===== config.mk =====
export PLATFORM = sky130hd
export DESIGN_NAME = ext_irq_detector
export DESIGN_NICKNAME = d
export VERILOG_FILES = /design/src/rtl/irq_det_pkg.sv /design/src/rtl/irq_sync.sv /design/src/rtl/irq_width_filter.sv /design/src/rtl/irq_channel.sv /design/src/rtl/ext_irq_detector.sv
export SDC_FILE = /design/constraint.sdc
export NUM_CORES = 1
export LEC_CHECK = 0
export ABC_AREA = 1
export BUFFER_PORTS_ARGS = -buffer_cell sky130_fd_sc_hd__buf_2
export CAP_MARGIN = 25
export CELL_PAD_IN_SITES_DETAIL_PLACEMENT = 2
export CELL_PAD_IN_SITES_GLOBAL_PLACEMENT = 2
export CORE_ASPECT_RATIO = 1.5
export CORE_MARGIN = 10
export CORE_UTILIZATION = 35
export DETAILED_ROUTE_END_ITERATION = 6
export GPL_TIMING_DRIVEN = 1
export PLACE_DENSITY_LB_ADDON = 0.12
export REMOVE_ABC_BUFFERS = 1
export SLEW_MARGIN = 20
export SYNTH_ARGS = -nofsm -noshare
export SYNTH_HDL_FRONTEND = slang
export SYNTH_SLANG_ARGS = --single-unit

===== constraint.sdc =====
create_clock -name clk_i -period 2.35 [get_ports clk_i]
set_clock_uncertainty 0.2 [all_clocks]
set_input_delay 0.47 -clock clk_i [delete_from_list [all_inputs] [get_ports clk_i]]
set_output_delay 0.47 -clock clk_i [all_outputs]
set_load 0.01 [all_outputs]

===== src/rtl/irq_det_pkg.sv =====
`timescale 1ns/1ps
package irq_det_pkg;
  localparam int unsigned PRIO_W     = 3;
  localparam int unsigned CTRL_W     = 8;
  localparam int unsigned SENSE_BIT  = 5;
  localparam int unsigned POL_BIT    = 4;

  typedef struct packed {
    logic              sense;  // 1 = level
    logic              pol;    // 1 = rising/high
    logic [PRIO_W-1:0] prio;
  } irq_cfg_t;

  function automatic logic [CTRL_W-1:0] cfg_pack(input irq_cfg_t c);
    logic [CTRL_W-1:0] b;
    b            = '0;
    b[SENSE_BIT] = c.sense;
    b[POL_BIT]   = c.pol;
    b[PRIO_W-1:0] = c.prio;
    return b;
  endfunction

  function automatic irq_cfg_t cfg_unpack(input logic [CTRL_W-1:0] b);
    irq_cfg_t c;
    c.sense = b[SENSE_BIT];
    c.pol   = b[POL_BIT];
    c.prio  = b[PRIO_W-1:0];
    return c;
  endfunction
endpackage


===== src/rtl/irq_sync.sv =====
`timescale 1ns/1ps
module irq_sync #(
  parameter bit IDLE = 1'b1
) (
  input  logic clk_i,
  input  logic rst_ni,
  input  logic d_i,
  output logic q_o
);
  logic meta_q, sync_q;

  always_ff @(posedge clk_i or negedge rst_ni) begin
    if (!rst_ni) begin
      meta_q <= IDLE;
      sync_q <= IDLE;
    end else begin
      meta_q <= d_i;
      sync_q <= meta_q;
    end
  end

  assign q_o = sync_q;
endmodule


===== src/rtl/irq_width_filter.sv =====
`timescale 1ns/1ps
module irq_width_filter #(
  parameter int unsigned CYCLES = 25,
  parameter bit          IDLE   = 1'b1
) (
  input  logic clk_i,
  input  logic rst_ni,
  input  logic d_i,
  output logic q_o
);
  localparam int unsigned CW = (CYCLES > 1) ? $clog2(CYCLES) : 1;
  localparam logic [CW-1:0] LAST = CW'(CYCLES - 1);

  logic          q_q;
  logic [CW-1:0] cnt_q;

  always_ff @(posedge clk_i or negedge rst_ni) begin
    if (!rst_ni) begin
      q_q   <= IDLE;
      cnt_q <= '0;
    end else if (d_i == q_q) begin
      cnt_q <= '0;
    end else if (cnt_q == LAST) begin
      q_q   <= d_i;
      cnt_q <= '0;
    end else begin
      cnt_q <= cnt_q + 1'b1;
    end
  end

  assign q_o = q_q;


  filt_accept_chk: assert property (@(posedge clk_i) disable iff (!rst_ni)
    !$stable(q_q) |-> ($past(cnt_q) == LAST && $past(d_i) != $past(q_q)));


  filt_count_chk: assert property (@(posedge clk_i) disable iff (!rst_ni)
    cnt_q <= LAST);
endmodule


===== src/rtl/irq_channel.sv =====
`timescale 1ns/1ps
module irq_channel
  import irq_det_pkg::*;
#(
  parameter int unsigned FILT_CYCLES = 25,
  parameter bit          IDLE        = 1'b1
) (
  input  logic     clk_i,
  input  logic     rst_ni,
  input  logic     pin_i,
  input  logic     ack_i,
  input  logic     cfg_we_i,
  input  irq_cfg_t cfg_wdata_i,
  output irq_cfg_t cfg_o,
  output logic     pin_sync_o,
  output logic     req_o
);
  irq_cfg_t cfg_q;
  logic     pin_sync, filt, filt_d1_q, flag_q;
  logic     mode_chg, rise, fall, edge_hit, level_act, raw_req;

  irq_sync #(.IDLE(IDLE)) u_sync (
    .clk_i (clk_i),
    .rst_ni(rst_ni),
    .d_i   (pin_i),
    .q_o   (pin_sync)
  );

  irq_width_filter #(.CYCLES(FILT_CYCLES), .IDLE(IDLE)) u_filt (
    .clk_i (clk_i),
    .rst_ni(rst_ni),
    .d_i   (pin_sync),
    .q_o   (filt)
  );

  assign mode_chg  = cfg_we_i && ((cfg_wdata_i.sense != cfg_q.sense) ||
                                  (cfg_wdata_i.pol   != cfg_q.pol));
  assign rise      = filt & ~filt_d1_q;
  assign fall      = ~filt & filt_d1_q;
  assign edge_hit  = !cfg_q.sense && (cfg_q.pol ? rise : fall);
  assign level_act = cfg_q.sense && (filt == cfg_q.pol);

  always_ff @(posedge clk_i or negedge rst_ni) begin
    if (!rst_ni) begin
      cfg_q     <= '0;
      filt_d1_q <= IDLE;
      flag_q    <= 1'b0;
    end else begin
      if (cfg_we_i) cfg_q <= cfg_wdata_i;
      filt_d1_q <= filt;
      if (mode_chg)      flag_q <= 1'b0;
      else if (edge_hit) flag_q <= 1'b1;   // new edge beats ack
      else if (ack_i)    flag_q <= 1'b0;
    end
  end

  assign raw_req    = cfg_q.sense ? level_act : flag_q;
  assign req_o      = (cfg_q.prio != '0) && raw_req;
  assign cfg_o      = cfg_q;
  assign pin_sync_o = pin_sync;


  prio_mask_chk: assert property (@(posedge clk_i) disable iff (!rst_ni)
    (cfg_q.prio == '0) |-> !req_o);


  mode_clear_chk: assert property (@(posedge clk_i) disable iff (!rst_ni)
    mode_chg |=> !flag_q);


  ack_clear_chk: assert property (@(posedge clk_i) disable iff (!rst_ni)
    (ack_i && !edge_hit && !cfg_we_i) |=> !flag_q);


  edge_win_chk: assert property (@(posedge clk_i) disable iff (!rst_ni)
    (edge_hit && !mode_chg) |=> flag_q);


  level_ack_chk: assert property (@(posedge clk_i) disable iff (!rst_ni)
    (cfg_q.sense && level_act && ack_i && !cfg_we_i && $stable(filt)) |=>
      (raw_req || !$stable(filt)));
endmodule


===== src/rtl/ext_irq_detector.sv =====
`timescale 1ns/1ps
module ext_irq_detector
  import irq_det_pkg::*;
#(
  parameter int unsigned NUM_CH       = 3,
  parameter int unsigned CLK_FREQ_HZ  = 100_000_000,
  parameter int unsigned MIN_WIDTH_NS = 250,
  parameter bit          IDLE_LEVEL   = 1'b1,
  parameter int unsigned ADDR_W       = $clog2(NUM_CH + 1)
) (
  input  logic                     clk_i,
  input  logic                     rst_ni,
  input  logic [NUM_CH-1:0]        pin_i,
  input  logic [NUM_CH-1:0]        ack_i,
  input  logic                     wr_en_i,
  input  logic [ADDR_W-1:0]        addr_i,
  input  logic [CTRL_W-1:0]        wr_data_i,
  output logic [CTRL_W-1:0]        rd_data_o,
  output logic [NUM_CH-1:0]        req_o,
  output logic [NUM_CH-1:0]        pin_state_o,
  output logic [NUM_CH*PRIO_W-1:0] prio_o
);
  localparam int unsigned KHZ         = CLK_FREQ_HZ / 1000;
  localparam int unsigned FILT_RAW    = (KHZ * MIN_WIDTH_NS + 999_999) / 1_000_000;
  localparam int unsigned FILT_CYCLES = (FILT_RAW < 1) ? 1 : FILT_RAW;
  localparam logic [ADDR_W-1:0] STAT_ADDR = ADDR_W'(NUM_CH);

  irq_cfg_t cfg_arr [NUM_CH];
  irq_cfg_t wcfg;
  logic     unused_wbits;

  assign wcfg         = cfg_unpack(wr_data_i);
  assign unused_wbits = ^{wr_data_i[7:6], wr_data_i[3]};

  for (genvar g = 0; g < NUM_CH; g++) begin : g_ch
    logic we;
    assign we = wr_en_i && (addr_i == ADDR_W'(g));

    irq_channel #(.FILT_CYCLES(FILT_CYCLES), .IDLE(IDLE_LEVEL)) u_ch (
      .clk_i      (clk_i),
      .rst_ni     (rst_ni),
      .pin_i      (pin_i[g]),
      .ack_i      (ack_i[g]),
      .cfg_we_i   (we),
      .cfg_wdata_i(wcfg),
      .cfg_o      (cfg_arr[g]),
      .pin_sync_o (pin_state_o[g]),
      .req_o      (req_o[g])
    );

    assign prio_o[g*PRIO_W +: PRIO_W] = cfg_arr[g].prio;
  end

  always_comb begin
    rd_data_o = '0;
    if (addr_i == STAT_ADDR) begin
      rd_data_o[NUM_CH-1:0] = pin_state_o;
    end else begin
      for (int i = 0; i < NUM_CH; i++)
        if (addr_i == ADDR_W'(i)) rd_data_o = cfg_pack(cfg_arr[i]);
    end
  end


  stat_read_chk: assert property (@(posedge clk_i) disable iff (!rst_ni)
    (addr_i == STAT_ADDR) |-> (rd_data_o[NUM_CH-1:0] == pin_state_o));
endmodule


## After elaboration in Yosys (flattened, before gate mapping)

Index checks and enable logic that the tools add are counted.

| operators by class | value |
|---|---|
| equality and inequality tests | 18 |
| multiplexer cells | 26 |
| bitwise gates (word level) | 15 |
| add/subtract/negate cells | 3 |
| reduce and logical (&&, ||, !) cells | 31 |

Operators by type and width:

| operator | number |
|---|---|
| $mux 5 | 7 |
| $reduce_bool 3->1 | 6 |
| $mux 8 | 2 |
| $add 5x1->5 const B | 3 |
| $eq 5x5->1 const B | 3 |
| $logic_and 1x1->1 | 15 |
| $mux 1 | 15 |
| $not 1->1 | 9 |
| $and 1x1->1 | 6 |
| $eq 1x1->1 | 6 |
| $mux 6 | 1 |
| $ne 1x1->1 | 6 |
| $reduce_and 2->1 | 3 |
| $eq 2x2->1 const B | 2 |
| $logic_not 1->1 | 3 |
| $logic_or 1x1->1 | 3 |
| $mux 3 | 1 |
| $eq 2x1->1 const B | 1 |
| $logic_not 2->1 | 1 |

| storage, ports and cells | value |
|---|---|
| register bits | 45 |
| input port bits | 19 |
| output and inout port bits | 23 |
| word-level logic and storage cells | 120 |

## Depth between registers and ports, before layout

| depth | value |
|---|---|
| word-level depth | 6 |
| mapped depth | 7 |
| mapped depth without buffers | 7 |

## By module

From an unflattened synthesis, not the netlist that was laid out.

| second synthesis, totals | value |
|---|---|
| cells, all modules | 317 |
| area, all modules | 2441.1 um^2 |

Modules (own cells, without submodules):

| module | sequential area each (um^2) | instances | area each (um^2) | cells an instance |
|---|---|---|---|---|
| irq_channel | 176.4 | 3 | 361.6 | 52 |
| irq_width_filter | 151.4 | 3 | 327.8 | 39 |
| ext_irq_detector | 0.0 | 1 | 215.2 | 38 |
| irq_sync | 52.6 | 3 | 52.6 | 2 |

## Worst setup path after synthesis

Ideal clock, no wire load.

| timing | value |
|---|---|
| kind | register to output |
| start point | register g_ch[2].u_ch.u_filt.q_q |
| end point | output port req_o[2] |
| slack | 0.702 ns |
| arrival time | 0.978 ns |
| stages on the path, launching flop included | 8 |
| data required time | 1.680 ns |
| path buffers | 1 |
| cells stage by stage | dfstp_2 -> inv_2 -> nand2_1 -> inv_1 -> o21ai_1 -> nand2_1 -> inv_1 -> buf_4 |

| on the way | value |
|---|---|
| cells in the longest elaborated chain, start to end | 4 |

Ends and longest elaborated chain:

| what | RTL line | text |
|---|---|---|
| from (decl) | irq_width_filter.sv:14 | `logic q_q;` |
| from (signal assigned) | irq_width_filter.sv:24 | `q_q <= d_i;` |
| $eq 1x1->1 | irq_channel.sv:41 | `assign level_act = cfg_q.sense && (filt == cfg_q.pol);` |
| $logic_and 1x1->1 | irq_channel.sv:41 |  |
| $mux 1 | irq_channel.sv:57 | `assign raw_req = cfg_q.sense ? level_act : flag_q;` |
| $logic_and 1x1->1 | irq_channel.sv:58 | `assign req_o = (cfg_q.prio != '0) && raw_req;` |
| to (decl) | ext_irq_detector.sv:19 | `output logic [NUM_CH-1:0] req_o,` |

Every way passes these cells.

## Worst setup path after layout

Ends and elaborated chain as after synthesis.

==> out/qor.txt <==
Yosys reg bits -> 45
register area share after synthesis -> 48.6%
die width -> 86.9 µm
RSZ-0062 raised after global routing -> false
slowest stage delay, CP -> 580 ps
clk_lat worst skew -> 310 ps
Post-CTS Setup Bufs -> 0
synth warn -> 0
Achievable Freq -> 480 MHz
core area -> 6530 µm²
GP Congestion -> 0.751
drt drc -> 0
hold crit path type -> in2reg
critical path required time -> 1680 ps
Synth area leaders -> dfrtp_1 35%, dfstp_2 13%, nand2_1 11%
hold depth -> 1
Slew Limit Fails -> 0
Clk pin slew, worst setup/hold paths -> 90 ps
remaining global-route overflow -> 0
Ports -> 42
share of layout cells above drive strength 1 -> 23.4%
antenna violations before repair -> 0
vias in the first global route -> 2092
Post-Syn Area -> 2350 µm²
Num CTS Buffers -> 5
CP Cell Sequence -> inv_2 > nand2_1 > inv_1 > o21ai_1 > nand2_1 > inv_1 > buf_2
maximum vdd drop -> 0.445 mV
CTS Buffer Depth -> 2
total of max-cap violations -> 0
largest net degree at the start of global routing -> 20
leakage -> 1.35 nW
final wirelength -> 6100 µm
top-area cell type share of the netlist area -> 35.2%
Diodes inserted -> 0
Setup Crit Path Kind -> reg2out
Post-Synthesis Cells -> 285
routed vias -> 1856
Initial Util -> 35.9%
final worst path period share -> 88.7%
nets@finish -> 336
Total GRT Usage -> 12.2%
slowest CP cell -> dfstp_2
library cells used by synthesis -> 25
drt via density -> 4.78
worst-path fanout max -> 5
post-route ant nets -> 0
CP arrival -> 1410 ps
cell accounting for the most synthesized area -> dfrtp_1
die area -> 10400 µm²
Critical Path Start Type -> flop
clock sinks -> 45
DR pass1 iterations -> 4
syn_area_per_cell -> 8.24 µm²
Die Y-Extent -> 120 µm
CTS tree -> done
Hold Vio Cnt, Final -> 0
Pwr per Cell Area -> 730 nW/µm²
count of final setup violators -> 0
first-pass GRT wire length -> 10200 µm
# H-tree levels -> 2
fin util -> 39.8%
critical path endpoint category -> primary output
initial DRC count -> 53
R2R depth -> 5
Clock Tree Root -> clkbuf_8
Synth-to-Final Area Change -> 10.7%
most common cell after layout, fill and taps aside -> nand2_1
commonest cells after routing, fill and taps aside -> 70 x nand2_1, 39 x nor2_1, 35 x inv_1, 35 x buf_2, 33 x dfrtp_1
fin crit period -> 2080 ps
IO buf count -> 35
Rows -> 36
detailed placement HPWL -> 4880 µm
Setup TNS -> 0 ps
DR WL/cell -> 15.7 µm
outcome -> completed
-- critical path: cells and delay by family, from the launching register on --
| family | cells | cell delay [ps] |
|---|---|---|
| flops | 1 | 580 |
| buf+inv | 4 | 270 |
| simple gates | 2 | 140 |
| compound gates | 1 | 110 |
-- registers in the layout (all words and copies together), names as in the netlist --
register,flops
g_ch.u_ch.u_filt.q_o,3
g_ch.u_ch.u_sync.q_o,3
g_ch.u_ch.u_sync.meta_q,3
g_ch.u_ch.filt_d1_q,3
g_ch.u_ch.cfg_o,15
g_ch.u_ch.u_filt.cnt_q,15
g_ch.u_ch.flag_q,3
-- where the power goes --
group	leakage (nW)	total, mW	internal [mW]	switching, mW
logic	0.742	0.346	0.137	0.209
registers	0.554	0.922	0.845	0.0769
clock network	0.0585	0.628	0.347	0.281
-- cell families after synthesis --
logic type	Yosys count	synth area share, %
and+or+nand+nor	132	23.2
buffers and inverters	62	13.8
DFF	45	48.6
AOI/OAI and AO/OA	29	7.30
xor gates and xnor gates	10	3.73
adders and majority gates	6	3.20
other	1	0.160
-- repair_timing --
item	in CTS	in global routing
setup endpoints to repair	0	0
gates resized for setup	0	0
hold buffers	1	0
endpoints found under the hold margin	13	0
-- final cells by class --
type | instances | area, µm²
inverters | 41 | 154
multi-input cells | 180 | 891
repair buffers | 38 | 200
clock inverters | 1 | 30.0
clock buffers | 7 | 86.3
flip-flops and latches | 45 | 1140
fillers | 772 | 3930
well taps | 76 | 95.1
-- worst paths after layout --
check                                                   from                            to  slack, ps
worst max-delay path                 g_ch[2].u_ch.u_filt.q_o                      req_o[2]        270
worst min-delay path                                pin_i[2]    g_ch[2].u_ch.u_sync.meta_q         50
worst max register to register  g_ch[2].u_ch.u_filt.cnt_q[0]  g_ch[2].u_ch.u_filt.cnt_q[4]        870
worst min register to register    g_ch[0].u_ch.u_sync.meta_q       g_ch[0].u_ch.u_sync.q_o        160
max in group asynchronous                             rst_ni        g_ch[1].u_ch.filt_d1_q        830
min in group asynchronous                             rst_ni         g_ch[2].u_ch.cfg_o[1]        440
-- synth_stat cells --
master	instances
inv_1	35
dfrtp_1	33
ha_1	6
xor2_1	6
o21ai_1	15
nand2b_1	1
nor2_4	1
o21a_1	1
o211ai_1	2
nand2_1	70
conb_1	1
inv_2	6
o21ai_2	5
o21ai_0	3
nand2_2	4
a21oi_1	3
nand4_1	6
nor2_1	39
xnor2_1	4
buf_6	3
nand3_1	7
nor2_2	1
buf_4	18
nor3_1	3
dfstp_2	12
-- layer usage --
layer  track usage [%]  vias up  wire length, µm
met3              3.56        7              317
met5                 0        -                0
li1                  -      908                -
met4              4.47        0               92
met2              21.6       35             3190
met1              13.1      906             2500
-- metrics by stage --
| stage | instance area, µm² | hold slack (ps) | total power, mW | setup slack, ps | std cells |
|---|---|---|---|---|---|
| 6_report | 2600 | 53.9 | 1.90 | 266 | 388 |
| 5_1_grt | 2600 | 37.5 | 2.02 | 172 | 388 |
| 4_1_cts | 2600 | 35.6 | 1.94 | 221 | 388 |
| 3_5_place_dp | 2470 | 151 | 1.30 | 417 | 379 |
| 3_3_place_gp | 2470 | 146 | 1.28 | 449 | 379 |
| 2_1_floorplan | 2190 | -25.6 | 1.13 | 762 | 266 |
Power figures use the tool's default switching activity.
